$ cat src/rtl/xfer_split_pkg.sv
package xfer_split_pkg;
  typedef enum logic [2:0] {
    S_IDLE,
    S_DIV,
    S_BLK_OFFER,
    S_BLK_WAIT,
    S_BYT_OFFER,
    S_BYT_WAIT
  } split_state_e;

  localparam logic MODE_BLOCK = 1'b1;
  localparam logic MODE_BYTE  = 1'b0;
endpackage

$ cat src/rtl/xfer_len_div.sv
module xfer_len_div #(
  parameter int LEN_W = 16,
  parameter int BSZ_W = 12
) (
  input  logic             clk,
  input  logic             rst_n,
  input  logic             go,
  input  logic [LEN_W-1:0] dividend,
  input  logic [BSZ_W-1:0] divisor,
  output logic             done,
  output logic [LEN_W-1:0] quot,
  output logic [BSZ_W-1:0] rem
);
  localparam int CNT_W = $clog2(LEN_W + 1);
  localparam logic [CNT_W-1:0] LAST_STEP = CNT_W'(LEN_W - 1);

  logic             run_q;
  logic [CNT_W-1:0] step_q;
  logic [LEN_W-1:0] acc_q;   // dividend shifts out, quotient shifts in
  logic [BSZ_W-1:0] part_q;  // partial remainder
  logic [BSZ_W-1:0] dvs_q;

  logic [BSZ_W:0]   trial;
  logic             fits;
  logic [BSZ_W-1:0] diff;

  always_comb begin
    trial = {part_q, acc_q[LEN_W-1]};
    fits  = trial >= {1'b0, dvs_q};
    diff  = trial[BSZ_W-1:0] - dvs_q;
  end

  always_ff @(posedge clk or negedge rst_n) begin
    if (!rst_n) begin
      run_q  <= 1'b0;
      step_q <= '0;
      acc_q  <= '0;
      part_q <= '0;
      dvs_q  <= '0;
      done   <= 1'b0;
    end else if (go) begin
      run_q  <= 1'b1;
      step_q <= '0;
      acc_q  <= dividend;
      part_q <= '0;
      dvs_q  <= divisor;
      done   <= 1'b0;
    end else if (run_q) begin
      acc_q  <= {acc_q[LEN_W-2:0], fits};
      part_q <= fits ? diff : trial[BSZ_W-1:0];
      step_q <= step_q + 1'b1;
      if (step_q == LAST_STEP) begin
        run_q <= 1'b0;
        done  <= 1'b1;
      end
    end else begin
      done <= 1'b0;
    end
  end

  assign quot = acc_q;
  assign rem  = part_q;
endmodule

$ cat src/rtl/xfer_split_seq.sv
module xfer_split_seq
  import xfer_split_pkg::*;
#(
  parameter int LEN_W = 16,
  parameter int BSZ_W = 12
) (
  input  logic             clk,
  input  logic             rst_n,
  input  logic             start,
  input  logic             dir,
  input  logic [LEN_W-1:0] total_len,
  input  logic [BSZ_W-1:0] blk_size,
  output logic             div_go,
  input  logic             div_done,
  input  logic [LEN_W-1:0] div_quot,
  input  logic [BSZ_W-1:0] div_rem,
  output logic             desc_valid,
  input  logic             desc_ready,
  output logic             desc_wr,
  output logic             desc_blk_mode,
  output logic [LEN_W-1:0] desc_blk_cnt,
  output logic [BSZ_W-1:0] desc_byte_cnt,
  input  logic             cmd_done,
  output logic             busy,
  output logic             err
);
  split_state_e     state_q;
  logic             wr_q;
  logic [BSZ_W-1:0] bsz_q;
  logic [LEN_W-1:0] quot_q;
  logic [BSZ_W-1:0] rem_q;
  logic             err_q;
  logic             req_bad;

  assign req_bad = (total_len == '0) || (blk_size == '0);
  assign div_go  = (state_q == S_IDLE) && start && !req_bad;

  always_ff @(posedge clk or negedge rst_n) begin
    if (!rst_n) begin
      state_q <= S_IDLE;
      wr_q    <= 1'b0;
      bsz_q   <= '0;
      quot_q  <= '0;
      rem_q   <= '0;
      err_q   <= 1'b0;
    end else begin
      err_q <= 1'b0;
      unique case (state_q)
        S_IDLE: begin
          if (start) begin
            if (req_bad) begin
              err_q <= 1'b1;
            end else begin
              wr_q    <= dir;
              bsz_q   <= blk_size;
              state_q <= S_DIV;
            end
          end
        end
        S_DIV: begin
          if (div_done) begin
            quot_q  <= div_quot;
            rem_q   <= div_rem;
            state_q <= (div_quot != '0) ? S_BLK_OFFER : S_BYT_OFFER;
          end
        end
        S_BLK_OFFER: if (desc_ready) state_q <= S_BLK_WAIT;
        S_BLK_WAIT: begin
          if (cmd_done) state_q <= (rem_q != '0) ? S_BYT_OFFER : S_IDLE;
        end
        S_BYT_OFFER: if (desc_ready) state_q <= S_BYT_WAIT;
        S_BYT_WAIT:  if (cmd_done) state_q <= S_IDLE;
        default:     state_q <= S_IDLE;
      endcase
    end
  end

  always_comb begin
    desc_valid    = (state_q == S_BLK_OFFER) || (state_q == S_BYT_OFFER);
    desc_blk_mode = (state_q == S_BLK_OFFER) ? MODE_BLOCK : MODE_BYTE;
    desc_blk_cnt  = (state_q == S_BLK_OFFER) ? quot_q : '0;
    desc_byte_cnt = (state_q == S_BLK_OFFER) ? bsz_q : rem_q;
    desc_wr       = wr_q;
    busy          = (state_q != S_IDLE);
    err           = err_q;
  end
endmodule

$ cat src/rtl/xfer_splitter.sv
module xfer_splitter #(
  parameter int LEN_W = 16,
  parameter int BSZ_W = 12
) (
  input  logic             clk,
  input  logic             rst_n,
  input  logic             start,
  input  logic             dir,
  input  logic [LEN_W-1:0] total_len,
  input  logic [BSZ_W-1:0] blk_size,
  output logic             desc_valid,
  input  logic             desc_ready,
  output logic             desc_wr,
  output logic             desc_blk_mode,
  output logic [LEN_W-1:0] desc_blk_cnt,
  output logic [BSZ_W-1:0] desc_byte_cnt,
  input  logic             cmd_done,
  output logic             busy,
  output logic             err
);
  logic             div_go;
  logic             div_done;
  logic [LEN_W-1:0] div_quot;
  logic [BSZ_W-1:0] div_rem;

  xfer_len_div #(.LEN_W(LEN_W), .BSZ_W(BSZ_W)) u_div (
    .clk      (clk),
    .rst_n    (rst_n),
    .go       (div_go),
    .dividend (total_len),
    .divisor  (blk_size),
    .done     (div_done),
    .quot     (div_quot),
    .rem      (div_rem)
  );

  xfer_split_seq #(.LEN_W(LEN_W), .BSZ_W(BSZ_W)) u_seq (
    .clk           (clk),
    .rst_n         (rst_n),
    .start         (start),
    .dir           (dir),
    .total_len     (total_len),
    .blk_size      (blk_size),
    .div_go        (div_go),
    .div_done      (div_done),
    .div_quot      (div_quot),
    .div_rem       (div_rem),
    .desc_valid    (desc_valid),
    .desc_ready    (desc_ready),
    .desc_wr       (desc_wr),
    .desc_blk_mode (desc_blk_mode),
    .desc_blk_cnt  (desc_blk_cnt),
    .desc_byte_cnt (desc_byte_cnt),
    .cmd_done      (cmd_done),
    .busy          (busy),
    .err           (err)
  );
endmodule

$ cat config.mk
export PLATFORM = sky130hd
export DESIGN_NAME = xfer_splitter
export DESIGN_NICKNAME = d
export VERILOG_FILES = /design/src/rtl/xfer_split_pkg.sv /design/src/rtl/xfer_len_div.sv /design/src/rtl/xfer_split_seq.sv /design/src/rtl/xfer_splitter.sv
export SDC_FILE = /design/constraint.sdc
export NUM_CORES = 1
export LEC_CHECK = 0
export ABC_AREA = 1
export BUFFER_PORTS_ARGS = -buffer_cell sky130_fd_sc_hd__buf_4
export CORE_MARGIN = 4
export CORE_UTILIZATION = 40
export DETAILED_ROUTE_END_ITERATION = 12
export PLACE_DENSITY = 0.65
export SLEW_MARGIN = 20
export SYNTH_ARGS = -nofsm -noshare
export SYNTH_HDL_FRONTEND = slang
export SYNTH_SLANG_ARGS = --single-unit
$ cat constraint.sdc
create_clock -name clk -period 1.7 [get_ports clk]
set_clock_uncertainty 0.05 [all_clocks]
set_input_delay 0.085 -clock clk [delete_from_list [all_inputs] [get_ports clk]]
set_output_delay 0.085 -clock clk [all_outputs]
set_load 0.03 [all_outputs]
==> results.md <==
- Peak Freq: approximately 560 MHz
- Hold EP: u_div.quot[4]
- I/O pin count: 67
- Clock root cell: clkbuf_16
- Horiz. Die Dim: around 120 um
- Latest clock arrival within the worst-skew pair: 340 ps
- Register area share after synthesis: 46.2%
- Sinks on the clock net: slightly above 90
- Most frequent cells in the layout: 171 x nand2_1, 99 x buf_4, 90 x inv_1, 89 x dfrtp_1, 46 x o21ai_0
- Worst Hold Launch: total_len[4]
- Dpl hpwl: 10,300 um
- Clock share of power: 12.5%
- Final wirelength: roughly 15,000 um
- CP Launch Type: flop
- H-tree level count: 3
- Ys Warns: 0
- Most common cell after layout, fill and taps aside: nand2_1
- CTS clk-pin slew, worst paths: about 60 ps
- Tot Pwr: ~17,000 uW
- Max-slew violation count: 0
- Seq pwr share: between 20% and 30%
- Syn Area/Cell: between 7 and 8 sq um
- Rows: 40
- Internal power: between 9000 and 10,000 uW
- Placed Instances: roughly 940
- Peak VDD IR: 0.000837 V
- Crit path capture type: flop
- Final WS setup: -84.7 ps
- Worst min-delay path class: input pin to flop
- PortBufs: between 60 and 70
- Die height: about 120 um
- Starting Density: 41.1%
- Synth Cell Area: approximately 5000 sq um
- DR DRC count: 0
- Post-Synthesis Cells: around 660
- Clock period minus worst slack: approximately 1800 ps
- RSZ-0062 raised after global routing: true
- CP Class: flop to flop
- Finished Layout Cells: about 1,000
- R2R setup slack: -80 ps
- Setup violators final: 30
- Number of synthesized register bits: 92
- DR WL/cell: about 15 um
- Vias in the first global route: 4,930
- Antenna violations before repair: 0
- Least-Margin Pin Slew: around 470 ps
- Fin. Hold Viols: 0
- Clock Path Buffers: 2
- N_diodes: 0
- Post-route ant nets: 0
- Reg2reg start: u_div.rem[10]
- Initial drt markers: 402
- Die area: 14,300 sq um
- Top Family by Delay on Critical Path: simple AND/OR/NAND/NOR gates
- CTS tree: yes
- Unique masters post-synth: 34
- Slowest CP cell: dfrtp_1
- Period utilization: 105%
- Core Region: 12,100 sq um
- Slowest stage delay, CP: between 400 and 500 ps
- Switching share of power: between 40% and 50%
- Crit Path Max Fanout: 7
- Gr ovfl total: 0
- R2R cell count: 10
- Layout cell share with drive strength beyond 1: between 30% and 40%
- Buffer and inverter count on the worst path: 2
- Failing checks: setup timing
- Area growth syn-to-layout: 54.6%
- Critical Path RT: approximately 1900 ps
- Synth top area cells: dfrtp_1 46%, nand2_1 16%, inv_1 7.5%, o21ai_0 5.9%, nor2_1 3.8%
- GRT Util Overall: between 20 and 25%
- Sw Pwr: ~7700 uW
- Vias: 5,005
- RePlAce Congestion: around 0.88
- Combinational power share: roughly 65%
- Rel. slew slack: about two thirds
- Worst Path Arrival: 1960 ps
- Vias per Instance: between 5 and 6
- Final #Nets: 876
- Setup TNS: -1370 ps
- Synthesized Nets: slightly above 700
- Hold Path Depth: 3
- Max Cap Viol: 0
- Global-route wire length before repair: ~24,000 um
- Place WS: -172 ps
- Yosys top cell by area: dfrtp_1
- Status: finished, violations left
- Pleak: 0.00373 uW
- Pwr dens: 2250 nW/um^2
- Largest net degree at the start of global routing: 35
- Reg2reg end: u_div.rem[1]
- Total CTS buffers: 9
- Initial DRT Pass Iterations: 5
- Post-synth top area share: 46.2%
- Worst-path cell chain: ha_4 > inv_2 > nor3_4 > and2_4 > nand2_4 > nand3_4 > buf_8 > nand2_2 > nand3_2 > nand2_1
==> area by class of cell <==
| class | count | area [sq um] |
|---|---|---|
| Tap cell | 168 | 210 |
| Inverter | 104 | 398 |
| Multi-Input combinational cell | 445 | 2790 |
| Clock buffer | 12 | 246 |
| Sequential cell | 92 | 2310 |
| Clock inverter | 4 | 72.6 |
| Timing Repair Buffer | 175 | 1680 |
| Fill cell | 977 | 4410 |
==> state kept, by name, summed over array words and instances, names as in the netlist <==
name	count
u_div.done	1
u_div.dvs_q	12
u_div.quot	16
u_div.rem	12
u_div.run_q	1
u_div.step_q	5
u_seq.bsz_q	12
u_seq.desc_wr	1
u_seq.err	1
u_seq.quot_q	16
u_seq.rem_q	12
u_seq.state_q	3
==> how the worst max path moves through the flow <==
stage,startpoint,cells after the start,end
floorplan,u_seq.state_q[2],4,desc_byte_cnt[10]
global placement,u_div.rem[8],9,u_div.rem[4]
detailed placement,u_div.rem[5],10,u_div.rem[6]
CTS,u_div.quot[15],11,u_div.rem[6]
global route,u_div.dvs_q[6],12,u_div.rem[5]
finish,u_div.rem[10],10,u_div.rem[1]
==> cells in the mapped netlist <==
cell and count:
buf_2 11, o22ai_1 2, and2_0 1, o21ai_0 59, a21oi_1 7, or2_2 1, nand4_1 17, nand3b_1 4
xor2_1 3, and3_1 1, nand2_1 210, nand3_2 1, clkbuf_1 10, inv_1 100, nor4_1 3, a21boi_0 1
nand3_1 30, nand3_4 1, nor2_4 2, o21bai_1 1, fa_1 1, ha_1 14, dfrtp_1 92, inv_2 4
nor3_1 5, and2_1 1, mux2_2 2, nand2_4 1, nand2_2 2, nor2_1 50, buf_6 1, o21ai_1 6
o211ai_1 16, xnor2_1 3
==> stage by stage <==
step | cell area (sq um) | util, % | hold slack, ps
floorplan | 5090 | - | -261
global placement | 6220 | 51.4 | 24.1
detailed placement | 6220 | 51.4 | 25.5
CTS | 7150 | 59.0 | 17.2
global route | 7700 | 63.6 | 38.2
finish | 7700 | 63.6 | 29.4
==> per-layer routing <==
layer / GRT usage (%) / wire length [um] / vias to the layer above
li1: - / - / 2430
met1: 25.0 / 6260 / 2423
met2: 37.6 / 8140 / 130
met3: 2.64 / 613 / 22
met4: 8.16 / 308 / 0
met5: 0 / 0 / -
==> power groups by stage <==
stage	combinational [uW]	clock (uW)	sequential (uW)
2_1_floorplan	5440	0	3690
3_3_place_gp	8330	0	3780
3_5_place_dp	8510	0	3820
4_1_cts	9780	2200	3830
5_1_grt	12400	2300	3970
6_report	11300	2170	3880
==> timing repair <==
| action | 4_1_cts | 5_1_grt |
|---|---|---|
| gates cloned | 2 | 2 |
| hold buffers | 28 | 1 |
| hold endpoints to repair | 67 | 2 |
| gates resized for setup | 60 | 136 |
| pin swaps | 22 | 24 |
| setup buffers | 9 | 6 |
| setup endpoints to repair | 46 | 68 |
==> tightest hold or removal path, cell delays in order <==
cell      delay [ps]
buf_4             90
nand2_1           60
o211ai_1         130
==> cell families (layout without fill, tap and decap cells) <==
kind of cell	after synthesis	count (layout)	share of synthesized area [%]
and+or+nand+nor	330	330	28.2
xor gates and xnor gates	6	6	1.06
muxes	2	2	0.452
buffers and inverters	126	295	9.92
adders and majority gates	15	15	3.92
DFF	92	92	46.2
AOI/OAI and AO/OA	92	92	10.2
Note: power is estimated with default switching activity, not from simulation.
